<file path="src/rtl/fpstat_reg.sv">
module fpstat_reg (
  input  logic        clk,
  input  logic        rst_n,
  input  logic        ld_valid,
  input  logic [31:0] ld_data,
  input  logic        op_valid,
  input  logic        cmp_valid,
  input  logic [4:0]  flags,
  input  logic [1:0]  cmp_rel,
  input  logic [4:0]  cmp_mask,
  input  logic [3:0]  cmp_tgt,
  output logic [31:0] status,
  output logic [1:0]  round_mode,
  output logic        flush_en,
  output logic        trap_req,
  output logic        sig_cmp
);
  localparam int STICKY_LSB = 27;
  localparam int QHEAD      = 21;
  localparam int PRIMARY    = 26;
  localparam int NTARGET    = 11;

  logic [31:0] reg_q, flagged, nxt;
  logic        outcome, upd;

  assign upd = op_valid | cmp_valid;
  assign flagged = upd ? (reg_q | ({27'b0, flags} << STICKY_LSB)) : reg_q;

  always_comb begin
    unique case (cmp_rel)
      2'd0: outcome = cmp_mask[3];
      2'd1: outcome = cmp_mask[2];
      2'd2: outcome = cmp_mask[4];
      default: outcome = cmp_mask[1];
    endcase
  end

  always_comb begin
    nxt = flagged;
    if (cmp_valid) begin
      if (cmp_tgt == 4'd0) begin
        nxt[QHEAD-1:11] = flagged[QHEAD:12];
        nxt[QHEAD]      = flagged[PRIMARY];
        nxt[PRIMARY]    = outcome;
      end else if (int'(cmp_tgt) <= NTARGET) begin
        nxt[QHEAD + 1 - int'(cmp_tgt)] = outcome;
      end
    end
  end

  always_ff @(posedge clk) begin
    if (!rst_n) begin
      reg_q    <= '0;
      trap_req <= 1'b0;
    end else begin
      reg_q    <= ld_valid ? ld_data : nxt;
      trap_req <= !ld_valid && upd && |(flags & reg_q[4:0]);
    end
  end

  assign status     = reg_q;
  assign round_mode = reg_q[10:9];
  assign flush_en   = reg_q[5];
  assign sig_cmp    = cmp_valid & cmp_mask[0];

  a_r1_load: assert property (@(posedge clk) disable iff (!rst_n)
    ld_valid |=> status == $past(ld_data));
  a_r4_idle: assert property (@(posedge clk) disable iff (!rst_n)
    (!ld_valid && !cmp_valid && (!op_valid || flags == 5'd0)) |=> status == $past(status));
  a_r5_sticky: assert property (@(posedge clk) disable iff (!rst_n)
    !ld_valid |=> (status[31:27] & $past(status[31:27])) == $past(status[31:27]));
  a_r6_trap_src: assert property (@(posedge clk) disable iff (!rst_n)
    (ld_valid || !(op_valid || cmp_valid)) |=> !trap_req);
  a_r8_low_bits: assert property (@(posedge clk) disable iff (!rst_n)
    !ld_valid |=> status[10:0] == $past(status[10:0]));
  a_r9_primary: assert property (@(posedge clk) disable iff (!rst_n)
    (cmp_valid && !ld_valid && cmp_tgt == 4'd0) |=> status[21] == $past(status[26]));
  a_r11_sig: assert property (@(posedge clk) disable iff (!rst_n)
    !cmp_valid |-> !sig_cmp);
endmodule

</file>
<file path="config.mk">
export PLATFORM = sky130hd
export DESIGN_NAME = fpstat_reg
export DESIGN_NICKNAME = d
export VERILOG_FILES = /design/src/rtl/fpstat_reg.sv
export SDC_FILE = /design/constraint.sdc
export NUM_CORES = 1
export LEC_CHECK = 0
export ABC_AREA = 1
export ABC_CLOCK_PERIOD_IN_PS = 1200
export BUFFER_PORTS_ARGS = -buffer_cell sky130_fd_sc_hd__buf_2
export CAP_MARGIN = 25
export CORE_ASPECT_RATIO = 1.4
export CORE_MARGIN = 2
export CORE_UTILIZATION = 47
export CTS_CLUSTER_SIZE = 10
export DETAILED_ROUTE_END_ITERATION = 16
export HOLD_SLACK_MARGIN = 0.05
export PLACE_DENSITY = 0.79
export SLEW_MARGIN = 20
export SYNTH_ARGS = -nofsm -noshare
export SYNTH_HDL_FRONTEND = slang
export SYNTH_SLANG_ARGS = --single-unit
</file>
<file path="constraint.sdc">
create_clock -name clk -period 1.2 [get_ports clk]
set_input_delay 0.12 -clock clk [delete_from_list [all_inputs] [get_ports clk]]
set_output_delay 0.12 -clock clk [all_outputs]
set_load 0.05 [all_outputs]
</file>
# After elaboration in Yosys (flattened, before gate mapping)
# Cells that the tools add are included.
# W data, S select, Z words.
[op_classes]
order_cmp = 3
eq_ne = 2
reduce_logical = 7
bitwise_logic = 4
n_addsub = 1
muxes = 13
[op_table]
columns = ["op", "n"]
rows = [
  ["$mux W32", 4],
  ["$bwmux W32", 1],
  ["$or A32 B32 Y32", 1],
  ["$mux W11", 2],
  ["$lt A6 B7 Y1 const B", 1],
  ["$ge A6 B1 Y1 const B", 1],
  ["$sub A5 B4 Y6 const A", 1],
  ["$and A5 B5 Y5", 1],
  ["$demux W1 S5", 1],
  ["$mux W5", 1],
  ["$reduce_or A5 Y1", 1],
  ["$le A4 B4 Y1 const B", 1],
  ["$logic_not A4 Y1", 1],
  ["$mux W4", 1],
  ["$logic_and A1 B1 Y1", 3],
  ["$pmux W1 S3", 1],
  ["$eq A2 B1 Y1 const B", 1],
  ["$eq A2 B2 Y1 const B", 1],
  ["$logic_not A2 Y1", 1],
  ["$mux W1", 2],
  ["$and A1 B1 Y1", 1],
  ["$logic_not A1 Y1", 1],
  ["$or A1 B1 Y1", 1],
]
[totals]
reg_bits = 33
word_cells = 32

# Logic depth before layout (Yosys ltp)
[depth]
depth_word = 10
depth_mapped = 10
ltp_nobuf = 9

# Worst setup path after synthesis
# Ideal clock, no wire load.
[synth_path]
path_kind = "register -> register"
from = "reg reg_q[26], in the netlist status[26]"
to = "reg reg_q[21], in the netlist status[21]"
path_buffers = 0
t_arrival_ps = 1009
setup_slack_ps = 127
stages_incl_launch_ff = 7
period_less_slack_ps = 1073
path_cell_list = "dfxtp_1 -> inv_1 -> nor2_1 -> nor2_1 -> nand2_1 -> nor2_1 -> nor2_1"
[synth_between]
elab_chain_len = 5
[synth_rtl]
columns = ["item", "line_no", "rtl"]
rows = [
  ["start, declared", "23", "logic [31:0] reg_q, flagged, nxt;"],
  ["start signal, assigned", "56", "reg_q <= ld_valid ? ld_data : nxt;"],
  ["$or A32 B32 Y32", "27", "assign flagged = upd ? (reg_q | ({27'b0, flags} << STICKY_LSB)) : reg_q;"],
  ["$mux W32 (*)", "27", ""],
  ["$mux W11 (*)", "41", "if (cmp_tgt == 4'd0) begin"],
  ["$mux W32 (*)", "40", "if (cmp_valid) begin"],
  ["$mux W32 (*)", "56", ""],
]
# Every way passes the cells marked *; elsewhere a longest branch is shown, timed or not.
# A chain may end at the register's enable or synchronous reset.

# Final worst setup path
[layout_path]
from = "reg reg_q[16], in the netlist status[16]"
to = "out status[16]"
[layout_rtl]
columns = ["item", "line_no", "rtl"]
rows = [
  ["end, declared", "12", "output logic [31:0] status,"],
]
# No word-level cell between the ends.

==> reports/qor.yml <==
yosys:
  synth_seq_cells: 33
  yosys.area.top_type: "dfxtp_1"
  syn_area_um2: 2060
  synthCells: 335
  synth_top_area_share_pct: 32.1
  synth_warnings: 0
  syn_avg_cell_area_um2: 6.14
  synth.distinct_cells: 26
  synth_area_leaders: "dfxtp_1 (32%), nand2_1 (14%), nor2_1 (13%)"
  ys_seq_area_share_pct: 32.1
  syn-num-nets: 388
placed_design:
  gp_congestion: 0.957
  portBuffers: 89
  hpwl_mm: 4.16
clock_network:
  path_clk_slew_ps: 70
  cts_tree: "yes"
  clk_latency_ps: 290
  cts_buffers: 5
  cts_buffer_depth: 2
  postCtsSetupRepairBufs: 0
  clock-root-buffer: "clkbuf_8"
  ctsHoldBuffers: 0
  cts_sinks: 33
  htreeDepth: 2
  cts-resized-gates: 0
power:
  vdd_ir_drop_max_uv: 815
  power.density_nw_per_um2: 1240
  power_leakage_nw: 1.50
floorplan:
  pin_count: 90
  core.rowCount: 28
  coreArea_um2: 4200
  fp.dieH_um: 82.3
  fp.dieW_um: 59.9
  fp.dieArea_um2: 4930
  start_util_pct: 48.9
grt:
  antenna_found_initial: 0
  grt_first_pass_wirelength_mm: 9.34
  grt_pass1_vias: 2275
  grt_overflow: 0
  track_usage_pct: 24.7
  grt_max_degree: 33
critical_path:
  path_class: "register to output port"
  crit_path_start: "status[16]"
  crit_buf_inv: 1
  path_cells: "buf_2"
  critPathMaxFanout: 3
  cp_data_required_time_ps: 1080
  cp-end-kind: "output port"
  slowest_delay_ps: 390
  rrSetupSlack_ps: 320
  worst_r2r_startpoint: "status[26]"
  crit_slowest_cell: "dfxtp_1"
  arrival_ps: 970
  critPathTopFamily: "flip-flops"
  setup.worst_path.start_class: "register"
route:
  viasPerCell: 5.12
  wl_per_cell_um: 12.0
  firstDrtPassIters: 4
  vias: 2380
  ant_nets: 0
  drc_errors: 0
  drt-total-wl_mm: 5.60
  drt_iter0_markers: 108
sta:
  setup_viol: 0
  min_period_ps: 1090
  fin_tns_setup_ps: 0
  slew_violations: 0
  hold_ws_ps: 50.5
  tightest_slew_ps: 385
  finalCritPeriodShare_pct: 90.9
  clock.fmax_ghz: 0.916
  grt_setup_unrepaired: "false"
  finClkSkew_ps: 2.33
  slew_headroom_pct: 74.2
  hold_viol_final: 0
cells_and_area:
  synthToLayoutAreaGrowth_pct: 27.8
  antennaDiodeCount: 0
  multi_input_area_um2: 1110
  regArea_um2: 661
  fin_nets: 472
  layout-drive-gt1-share_pct: 28.6
  nFillCells: 425
  final_util_pct: 62.5
worst_hold_path:
  hp-class: "input pin to register"
  hold_start: "ld_data[4]"
flow_run:
  cap_violations: 0
outcome:
  status: "finished, final reports clean"
[routing by layer]
layer / vias up / wire (um) / GRT usage, %
li1: 1210 / - / -
met1: 1065 / 2170 / 25.4
met4: 0 / 134 / 10.9
met3: 14 / 346 / 4.98
met2: 91 / 2950 / 46.8
met5: - / 0 / 0
[synthesized netlist by cell type]
cell and n:
o21ai_1 4, nand4_1 7, nand2_2 4, buf_4 6, nand3_1 28, nand2_4 4
dfxtp_1 33, inv_2 3, nor2_4 2, nand3b_1 3, buf_6 3, nand3_2 1
nor2_2 1, buf_2 4, o21ai_0 24, nand2_1 77, nor2_8 1, a21oi_1 8
nor2_1 72, inv_1 39, nor3_1 2, nor3_2 1, a21boi_0 1, clkinv_4 1
clkbuf_1 5, a221oi_1 1
[cell families after synthesis]
| group | Yosys count | synth area share, % |
|---|---|---|
| AO/OA/AOI/OAI | 38 | 9.56 |
| buffers and inverters | 61 | 13.8 |
| flip-flops | 33 | 32.1 |
| AND/OR/NAND/NOR | 203 | 44.5 |
[stage by stage]
stage               setup slack (ps)  instance area, um2  cells  total power (W)
floorplan                        127                2060    335          0.00193
global placement                30.1                2510    457          0.00217
detailed placement             -19.6                2510    457          0.00218
CTS                              112                2630    465          0.00327
global route                    75.5                2630    465          0.00342
finish                           109                2630    465          0.00326
[layout by cell type, fill, tap and decap left out, drive strengths merged, types with 3 or more instances in the layout]
master  instances
buf            95
nand2          85
nor2           76
inv            42
dfxtp          33
nand3          29
o21ai          28
a21oi           8
nand4           7
clkbuf          7
nand3b          3
nor3            3
[flip-flops by register name (all words and copies together), names as in the netlist]
register and cells:
status 32, trap_req 1
[report_power, final]
group          switching [W]  total [W]  internal (W)
Sequential         0.0000467    0.00122       0.00118
Clock               0.000430    0.00111      0.000677
Combinational       0.000657   0.000929      0.000272
[area by class of cell]
cell class                      count  share of cell area (%)
Clock buffer                        7                    3.29
Inverter                           43                    6.34
Tap cell                           45                    2.14
Clock inverter                      1                    1.14
Multi-Input combinational cell    241                    42.3
Timing Repair Buffer               95                    19.6
Sequential cell                    33                    25.2
[final timing paths]
| kind | end | cells past startpoint |
|---|---|---|
| worst max register to register | status[21] | 6 |
| worst max-delay path | status[16] | 1 |
| worst min register to register | status[8] | 2 |
| worst min-delay path | status[4] | 3 |
Power figures use the tool's default switching activity.
